## config.mk

```make
export PLATFORM = sky130hd
export DESIGN_NAME = sensor_cmd_decoder
export DESIGN_NICKNAME = d
export VERILOG_FILES = /design/src/rtl/sens_cmd_pkg.sv /design/src/rtl/sens_cmd_ctrl.sv /design/src/rtl/sens_cmd_dpath.sv /design/src/rtl/sensor_cmd_decoder.sv
export SDC_FILE = /design/constraint.sdc
export NUM_CORES = 1
export LEC_CHECK = 0
export BUFFER_PORTS_ARGS = -buffer_cell sky130_fd_sc_hd__buf_2
export CORE_ASPECT_RATIO = 0.9
export CORE_UTILIZATION = 25
export CTS_BUF_LIST = sky130_fd_sc_hd__clkbuf_4
export CTS_CLUSTER_DIAMETER = 60
export CTS_CLUSTER_SIZE = 28
export DETAILED_ROUTE_END_ITERATION = 8
export PLACE_DENSITY = 0.48
export REMOVE_ABC_BUFFERS = 1
export SLEW_MARGIN = 25
export SYNTH_ARGS = -nofsm -noshare
export SYNTH_HDL_FRONTEND = slang
export SYNTH_HIERARCHICAL = 1
export SYNTH_SLANG_ARGS = --single-unit
export TNS_END_PERCENT = 100
```

## constraint.sdc

```tcl
create_clock -name clk -period 6.1 [get_ports clk]
set_input_delay 0.305 -clock clk [delete_from_list [all_inputs] [get_ports clk]]
set_output_delay 0.305 -clock clk [all_outputs]
set_load 0.05 [all_outputs]
```

## src/rtl/sens_cmd_pkg.sv

```systemverilog
package sens_cmd_pkg;

  // Selector codes carried in the top four bits of a command word
  localparam logic [3:0] SEL_GAIN    = 4'b0000;
  localparam logic [3:0] SEL_SHUTTER = 4'b1010;
  localparam logic [3:0] SEL_MODE    = 4'b1111;

  // Strobes passed from the serial control to the datapath
  typedef struct packed {
    logic shiftBit;  // take bitVal into the shift register this cycle
    logic bitVal;    // synchronized serial data
    logic commit;    // a full word is present, decode and write it
  } cmdStrobe_t;

endpackage

```

## src/rtl/sens_cmd_ctrl.sv

```systemverilog
module sens_cmd_ctrl
  import sens_cmd_pkg::*;
#(
  parameter int WORD_W      = 16,
  parameter int SYNC_STAGES = 2
) (
  input  logic       clk,
  input  logic       rst,
  input  logic       serEn,
  input  logic       serClk,
  input  logic       serData,
  output cmdStrobe_t stb
);

  localparam int CNT_W = $clog2(WORD_W + 1);
  localparam logic [CNT_W-1:0] FULL_CNT = CNT_W'(WORD_W);

  // Synchronizer chain: bit 2 = enable, bit 1 = clock, bit 0 = data
  logic [2:0] syncPipe [SYNC_STAGES];

  genvar gs;
  generate
    for (gs = 0; gs < SYNC_STAGES; gs++) begin : g_sync
      if (gs == 0) begin : g_first
        always_ff @(posedge clk) begin
          if (rst) syncPipe[gs] <= '0;
          else     syncPipe[gs] <= {serEn, serClk, serData};
        end
      end else begin : g_next
        always_ff @(posedge clk) begin
          if (rst) syncPipe[gs] <= '0;
          else     syncPipe[gs] <= syncPipe[gs-1];
        end
      end
    end
  endgenerate

  logic enS, clkS, dataS;
  assign enS   = syncPipe[SYNC_STAGES-1][2];
  assign clkS  = syncPipe[SYNC_STAGES-1][1];
  assign dataS = syncPipe[SYNC_STAGES-1][0];

  logic enPrev, clkPrev;
  always_ff @(posedge clk) begin
    if (rst) begin
      enPrev  <= 1'b0;
      clkPrev <= 1'b0;
    end else begin
      enPrev  <= enS;
      clkPrev <= clkS;
    end
  end

  logic sclkRise, enFall;
  assign sclkRise = clkS & ~clkPrev;
  assign enFall   = enPrev & ~enS;

  // Bit counter, saturating at one full word
  logic [CNT_W-1:0] bitCnt;
  always_ff @(posedge clk) begin
    if (rst || !enS) begin
      bitCnt <= '0;
    end else if (sclkRise && bitCnt != FULL_CNT) begin
      bitCnt <= bitCnt + 1'b1;
    end
  end

  assign stb.shiftBit = sclkRise & enS;
  assign stb.bitVal   = dataS;
  assign stb.commit   = enFall & (bitCnt == FULL_CNT);

endmodule

```

## src/rtl/sens_cmd_dpath.sv

```systemverilog
module sens_cmd_dpath
  import sens_cmd_pkg::*;
#(
  parameter int WORD_W     = 16,
  parameter int SEL_W      = 4,
  parameter int PAY_W      = 10,
  parameter int FRAME_W    = 4,
  parameter int FULL_LINES = 525,
  parameter int MAX_LINES  = 524,
  localparam int LINE_W    = $clog2(FULL_LINES + 1),
  localparam int FRM_W     = FRAME_W + 1
) (
  input  logic              clk,
  input  logic              rst,
  input  cmdStrobe_t        stb,
  output logic [PAY_W-1:0]  gainCode,
  output logic [LINE_W-1:0] exposureLines,
  output logic              longStorage,
  output logic [FRM_W-1:0]  storageFrames,
  output logic              monitorFast,
  output logic              clampManual
);

  localparam int PAY_LO  = WORD_W - SEL_W - PAY_W;   // lowest payload bit
  localparam int MODE_W  = 2;                        // monitor and clamp flags
  localparam int GAP_W   = PAY_W - 2 - FRAME_W;      // must be zero in long mode

  logic [WORD_W-1:0] shiftReg;
  always_ff @(posedge clk) begin
    if (rst)               shiftReg <= '0;
    else if (stb.shiftBit) shiftReg <= {stb.bitVal, shiftReg[WORD_W-1:1]};
  end

  logic [SEL_W-1:0] sel;
  logic [PAY_W-1:0] payload;
  assign sel     = shiftReg[WORD_W-1 -: SEL_W];
  assign payload = shiftReg[PAY_LO +: PAY_W];

  logic [PAY_W-1:0]  gainReg;
  logic [PAY_W-1:0]  shutReg;
  logic [MODE_W-1:0] modeReg;

  always_ff @(posedge clk) begin
    if (rst) begin
      gainReg <= '1;
      shutReg <= '0;
    end else if (stb.commit) begin
      if (sel == SEL_GAIN)    gainReg <= payload;
      if (sel == SEL_SHUTTER) shutReg <= payload;
    end
  end

  genvar gm;
  generate
    for (gm = 0; gm < MODE_W; gm++) begin : g_mode
      always_ff @(posedge clk) begin
        if (rst)                                 modeReg[gm] <= 1'b0;
        else if (stb.commit && sel == SEL_MODE)  modeReg[gm] <= shiftReg[gm];
      end
    end
  endgenerate

  // Exposure decode
  logic isLong;
  assign isLong = (shutReg[PAY_W-1 -: 2] == 2'b11) &&
                  (shutReg[FRAME_W +: GAP_W] == '0);

  always_comb begin
    if (shutReg == '0 || isLong) begin
      exposureLines = LINE_W'(FULL_LINES);
    end else if (shutReg >= PAY_W'(MAX_LINES)) begin
      exposureLines = LINE_W'(MAX_LINES);
    end else begin
      exposureLines = LINE_W'(shutReg) + 1'b1;
    end
  end

  always_comb begin
    if (isLong) storageFrames = {1'b0, shutReg[FRAME_W-1:0]} + 1'b1;
    else        storageFrames = FRM_W'(1);
  end

  assign longStorage = isLong;
  assign gainCode    = gainReg;
  assign monitorFast = modeReg[1];
  assign clampManual = modeReg[0];

endmodule

```

## src/rtl/sensor_cmd_decoder.sv

```systemverilog
module sensor_cmd_decoder
  import sens_cmd_pkg::*;
#(
  parameter int WORD_W      = 16,
  parameter int SEL_W       = 4,
  parameter int PAY_W       = 10,
  parameter int FRAME_W     = 4,
  parameter int SYNC_STAGES = 2,
  parameter int FULL_LINES  = 525,
  parameter int MAX_LINES   = 524,
  localparam int LINE_W     = $clog2(FULL_LINES + 1),
  localparam int FRM_W      = FRAME_W + 1
) (
  input  logic              clk,
  input  logic              rst,
  input  logic              serEn,
  input  logic              serClk,
  input  logic              serData,
  output logic [PAY_W-1:0]  gainCode,
  output logic [LINE_W-1:0] exposureLines,
  output logic              longStorage,
  output logic [FRM_W-1:0]  storageFrames,
  output logic              monitorFast,
  output logic              clampManual
);

  cmdStrobe_t ctlStb;
  logic       commitPulse;
  assign commitPulse = ctlStb.commit;

  sens_cmd_ctrl #(
    .WORD_W      (WORD_W),
    .SYNC_STAGES (SYNC_STAGES)
  ) u_ctrl (
    .clk     (clk),
    .rst     (rst),
    .serEn   (serEn),
    .serClk  (serClk),
    .serData (serData),
    .stb     (ctlStb)
  );

  sens_cmd_dpath #(
    .WORD_W     (WORD_W),
    .SEL_W      (SEL_W),
    .PAY_W      (PAY_W),
    .FRAME_W    (FRAME_W),
    .FULL_LINES (FULL_LINES),
    .MAX_LINES  (MAX_LINES)
  ) u_dpath (
    .clk           (clk),
    .rst           (rst),
    .stb           (ctlStb),
    .gainCode      (gainCode),
    .exposureLines (exposureLines),
    .longStorage   (longStorage),
    .storageFrames (storageFrames),
    .monitorFast   (monitorFast),
    .clampManual   (clampManual)
  );

endmodule

```

### Word level (Yosys, flattened, before mapping)

Memories as Yosys holds them, arrays and structs flattened.
Index checks and enable logic that the tools add are counted.

* flip-flop bits (word level): 45
* bits in latches: 0
* memory bits (writable): 6
* ROM bits: 0
* logic and storage cells: 45
* memories kept: 1

Memories
* u_ctrl.syncPipe: words 2, width 3, read ports 2, clocked after Yosys merged registers in 0, wr ports 2, RTL line sens_cmd_ctrl.sv:19 `logic [2:0] syncPipe [SYNC_STAGES];`

* add/subtract/negate cells: 3
* $mul: 0
* div/mod/pow operators: 0
* $lt $le $gt $ge: 1
* equality and inequality tests: 5
* shift operators: 0
* muxes and demuxes: 8
* bitwise gates (word level): 8
* reductions and logical operators: 11

Operators with widths (count)
* $mux 10: 2
* $add 10x1->10 const B: 1
* $ge 10x10->1 const B: 1
* $logic_not 10->1: 1
* $eq 4x4->1 const B: 2
* $logic_not 4->1: 2
* $mux 3: 2
* $add 4x1->5 const B: 1
* $add 5x1->5 const B: 1
* $eq 5x5->1 const B: 1
* $mux 5: 1
* $ne 5x5->1 const B: 1
* $and 1x1->1: 4
* $reduce_and 2->1: 2
* $logic_and 1x1->1: 3
* $mux 1: 3
* $eq 2x2->1 const B: 1
* $logic_or 1x1->1: 2
* $not 1->1: 2
* $or 1x1->1: 2
* $logic_not 1->1: 1

### Longest topological paths before layout

* depth after elaboration: 4
* mapped depth: 9

### By module

Netlist, hierarchy kept.

Modules (own cells, without submodules)
* sens_cmd_dpath: instances 1, cells an instance 200, area each 1781.7 um2
* sens_cmd_ctrl: instances 1, cells an instance 49, area each 486.7 um2

### Least setup slack after synthesis

OpenSTA, ideal clock, no wires.

* path type: flip-flop to output port
* from: register u_dpath.shutReg[0]
* to: output port exposureLines[6]
* data arrival time: 1868 ps
* path slack: 3927 ps
* cell stages (with the launch flop): 5
* path through: dfxtp_1 ha_1 nand3_1 or3_1 a211oi_2

* longest elaborated chain between the ends: 3
* elaborated cells on any way between the ends: 6

RTL lines
* start: declaration: RTL line sens_cmd_dpath.sv:40 `logic [PAY_W-1:0] shutReg;`
* start signal: assignment: RTL line sens_cmd_dpath.sv:49 `if (sel == SEL_SHUTTER) shutReg <= payload;`
* $add 10x1->10 (tied with other cells): RTL line sens_cmd_dpath.sv:74 `exposureLines = LINE_W'(shutReg) + 1'b1;`
* $mux 10 or $logic_or 1x1->1 (tied branches): RTL line sens_cmd_dpath.sv:71, sens_cmd_dpath.sv:69
* $mux 10 (*): RTL line sens_cmd_dpath.sv:69 `if (shutReg == '0 || isLong) begin`
* end: declaration: RTL line sensor_cmd_decoder.sv:20 `output logic [LINE_W-1:0] exposureLines,`

Every way passes the cells marked *; elsewhere a longest branch is shown, timed or not.

### Final worst setup path

* from: register u_dpath.shutReg[5]
* to: output port exposureLines[9]

* longest elaborated chain between the ends: 4
* elaborated cells on any way between the ends: 8

RTL lines (RTL line)
* branches (longest 3 deep; another with $add 10x1->10)
* $mux 10 (*): sens_cmd_dpath.sv:69

Every way passes the cells marked *.

==> metrics.md <==
| Metric | Value |
|---|---|
| Status | completed |
| DRC | 0 |
| Root cell of the clock tree | clkbuf_4 |
| Post-Place Setup Slack | 3.928 ns |
| CTS Buf Count | 5 |
| Chip height | 92.37 microns |
| First-pass DRT Iterations | 4 |
| Initial Utilization | 26.11% |
| Via count | 1789 |
| Dpl cell area | 2520 sq um |
| Htree depth | 2 |
| Fin. max-slew vios | 0 |
| Leak Pwr | 0.8893 nW |
| Post-route ant nets | 0 |
| Layout cells sized above 1 | 19.34% |
| Fill cell count | 966 |
| Final Cycle Share | 40.13% |
| Async SR Flop Fraction | 0% |
| Crit path time final | 2.448 ns |
| Core Region | 8688 sq um |
| Synth warn | 6 |
| Kind of critical path | reg -> out |
| Post-Syn Instances | 249 |
| Final hold violations | 0 |
| CTS tree | built |
| Final setup vio count | 0 |
| GRT Overall Usage | 10.83% |
| Post-CTS Resized | 0 |
| DR vias/cell | 4.552 |
| Postcts setup bufs | 0 |
| Worst-margin pin slew | 0.8407 ns |
| CTS max path bufs | 2 |
| Syn-to-layout area delta | 13.07% |
| Worst setup SP type | flop |
| # diodes | 0 |
| Port bufs | 32 |
| # hold bufs at CTS | 0 |
| Power Density | 188.5 nW/um^2 |
| EDFF count, synth | 0 |
| TritonCTS Sinks | 51 |
| Dpl hpwl | 3232 microns |
| Synth Register Bits | 51 |
| CP arrival | 2.14 ns |
| Final instance area | 2565 sq um |
| CP Max Fanout | 8 |
| Final core occ | 29.52% |
| Relative slew slack | 43.95% |
| Drt initial violations | 69 |
| Fin Clk Skew | 0.01017 ns |
| First-pass GRT wire length | 7969 microns |
| Fmax | 0.4085 GHz |
| Post-Syn Area | 2268 sq um |
| Sequential share of the synthesized area | 45.01% |
| CP endpoint kind | output port |
| Worst Hold Class | in -> reg |
| Final worst slack | 3.652 ns |
| Post-synthesis cell type count | 41 |
| VDD IR max | 0.00007058 V |
| DR WL/cell | 11.88 microns |
| Final WL | 4669 microns |
| Synth Flop Type | dfxtp_1 |
| Worst-path clk slew | 0.13 ns |
| Data required, critical path | 5.79 ns |
| Clk Latency, worst-skew pair | 0.35 ns |
| Die Area | 9459 sq um |
| Final nets | 284 |
| IO Count | 33 |
| Die span in x | 102.4 microns |
| Initial antenna violation count | 0 |
| Maximum Capacitance Violations | 0 |
| Largest net degree at the start of global routing | 47 |
| RSZ-0062 raised after global routing | no |
| Vias in the first global route | 1645 |
| GPL Wtd Cong | 0.7032 |
| Syn avg cell area | 9.110 sq um |
| Total grt overflow | 0 |
| Core Rows | 32 |
| Fin Setup TNS | 0 ns |
[per-stage QoR]
step                      hold slack [ns]  instances  power, mW
final                              0.1524        393     0.4835
after global routing               0.1087        393     0.5104
after CTS                          0.1334        393     0.4937
after detailed placement           0.4274        387     0.3532
after global placement             0.4172        387     0.3532
after floorplan                    0.3741        234     0.3467
[worst max-delay path, stage by stage (launching register included)]
cell	delay, ns
dfxtp_1	0.41
nor4_1	0.54
and3_1	0.44
a211o_1	0.15
buf_2	0.25
[kinds of logic after synthesis]
kind of cell,Yosys count,share of synthesized area [%]
AND/OR/NAND/NOR,94,22.89
buffers and inverters,23,4.523
XOR/XNOR,3,1.159
multiplexers,16,7.060
flip-flops,51,45.01
adder cells (fa/ha/maj),4,2.206
AO/OA/AOI/OAI,58,17.15
[sequential cells by signal (all words and copies together), names as in the netlist]
name and flops:
u_dpath/monitorFast 1, u_dpath/clampManual 1, u_dpath/shiftReg 16, u_ctrl/syncPipe 6, u_dpath/gainCode 10, u_ctrl/enPrev 1, u_dpath/shutReg 10, u_ctrl/clkPrev 1
u_ctrl/bitCnt 5
[per-layer routing]
layer  up-vias  part of all wire (%)  global-route usage, %
met1       814                    57                  16.01
met2        40                    38                  14.77
met3         2                   3.6                  3.170
li1        933                     -                      -
met4         0                  0.88                  3.571
met5         -                     0                      0
[final timing paths]
check                             start               endpoint  slack, ns  cells after the start
hold reg to reg   u_ctrl/syncPipe[0][1]  u_ctrl/syncPipe[1][1]       0.45                      1
hold / removal                   serClk  u_ctrl/syncPipe[0][1]       0.15                      2
setup reg to reg       u_ctrl/bitCnt[1]    u_dpath/gainCode[2]       3.94                      8
setup / recovery     u_dpath/shutReg[5]       exposureLines[9]       3.65                      4
[placed cells by master, fill, tap and decap left out, drive strengths merged, types with 5 or more instances in the layout]
| cell type | netlist | final |
|---|---|---|
| nor2 | 22 | 22 |
| and3 | 13 | 13 |
| mux2i | 16 | 16 |
| or3 | 8 | 8 |
| a211o | 11 | 11 |
| buf | 7 | 34 |
| nand3 | 21 | 21 |
| a21oi | 16 | 16 |
| dfxtp | 51 | 51 |
| o21ai | 20 | 20 |
| clkbuf | 8 | 5 |
| nand2 | 8 | 8 |
| inv | 8 | 8 |
| nor2b | 7 | 7 |
[final cells by class]
cell class                      count  area [sq um]  share of cell area [%]
Clock buffer                        5         37.54                   1.463
Clock inverter                      1         7.507                  0.2927
Inverter                            8         30.03                   1.171
Multi-Input combinational cell    175          1145                   44.63
Sequential cell                    51          1021                   39.80
Tap cell                          119         148.9                   5.805
Timing Repair Buffer               34         175.2                   6.829
[where the power goes]
| part | internal [mW] | leakage [nW] | switching, mW | total, mW |
|---|---|---|---|---|
| Combinational | 0.00302 | 0.454 | 0.00672 | 0.00974 |
| Sequential | 0.335 | 0.413 | 0.000673 | 0.336 |
| Clock | 0.0408 | 0.0232 | 0.0970 | 0.138 |
| Total | 0.379 | 0.889 | 0.104 | 0.484 |
[cells in the mapped netlist (4+ instances only)]
master	instances	area, sq um
or3_1	8	50.05
ha_1	4	50.05
a211o_1	11	96.34
inv_1	7	26.28
nor2_1	22	82.58
a211oi_2	4	50.05
dfxtp_1	51	1021
clkbuf_1	8	30.03
and3_1	12	75.07
nor2b_1	7	43.79
a21oi_1	15	75.07
nand3_1	21	105.1
mux2i_1	16	160.2
o21ai_0	19	95.09
nand2_1	8	30.03
buf_2	4	20.02
No activity file was read; power rests on OpenSTA's default activity.
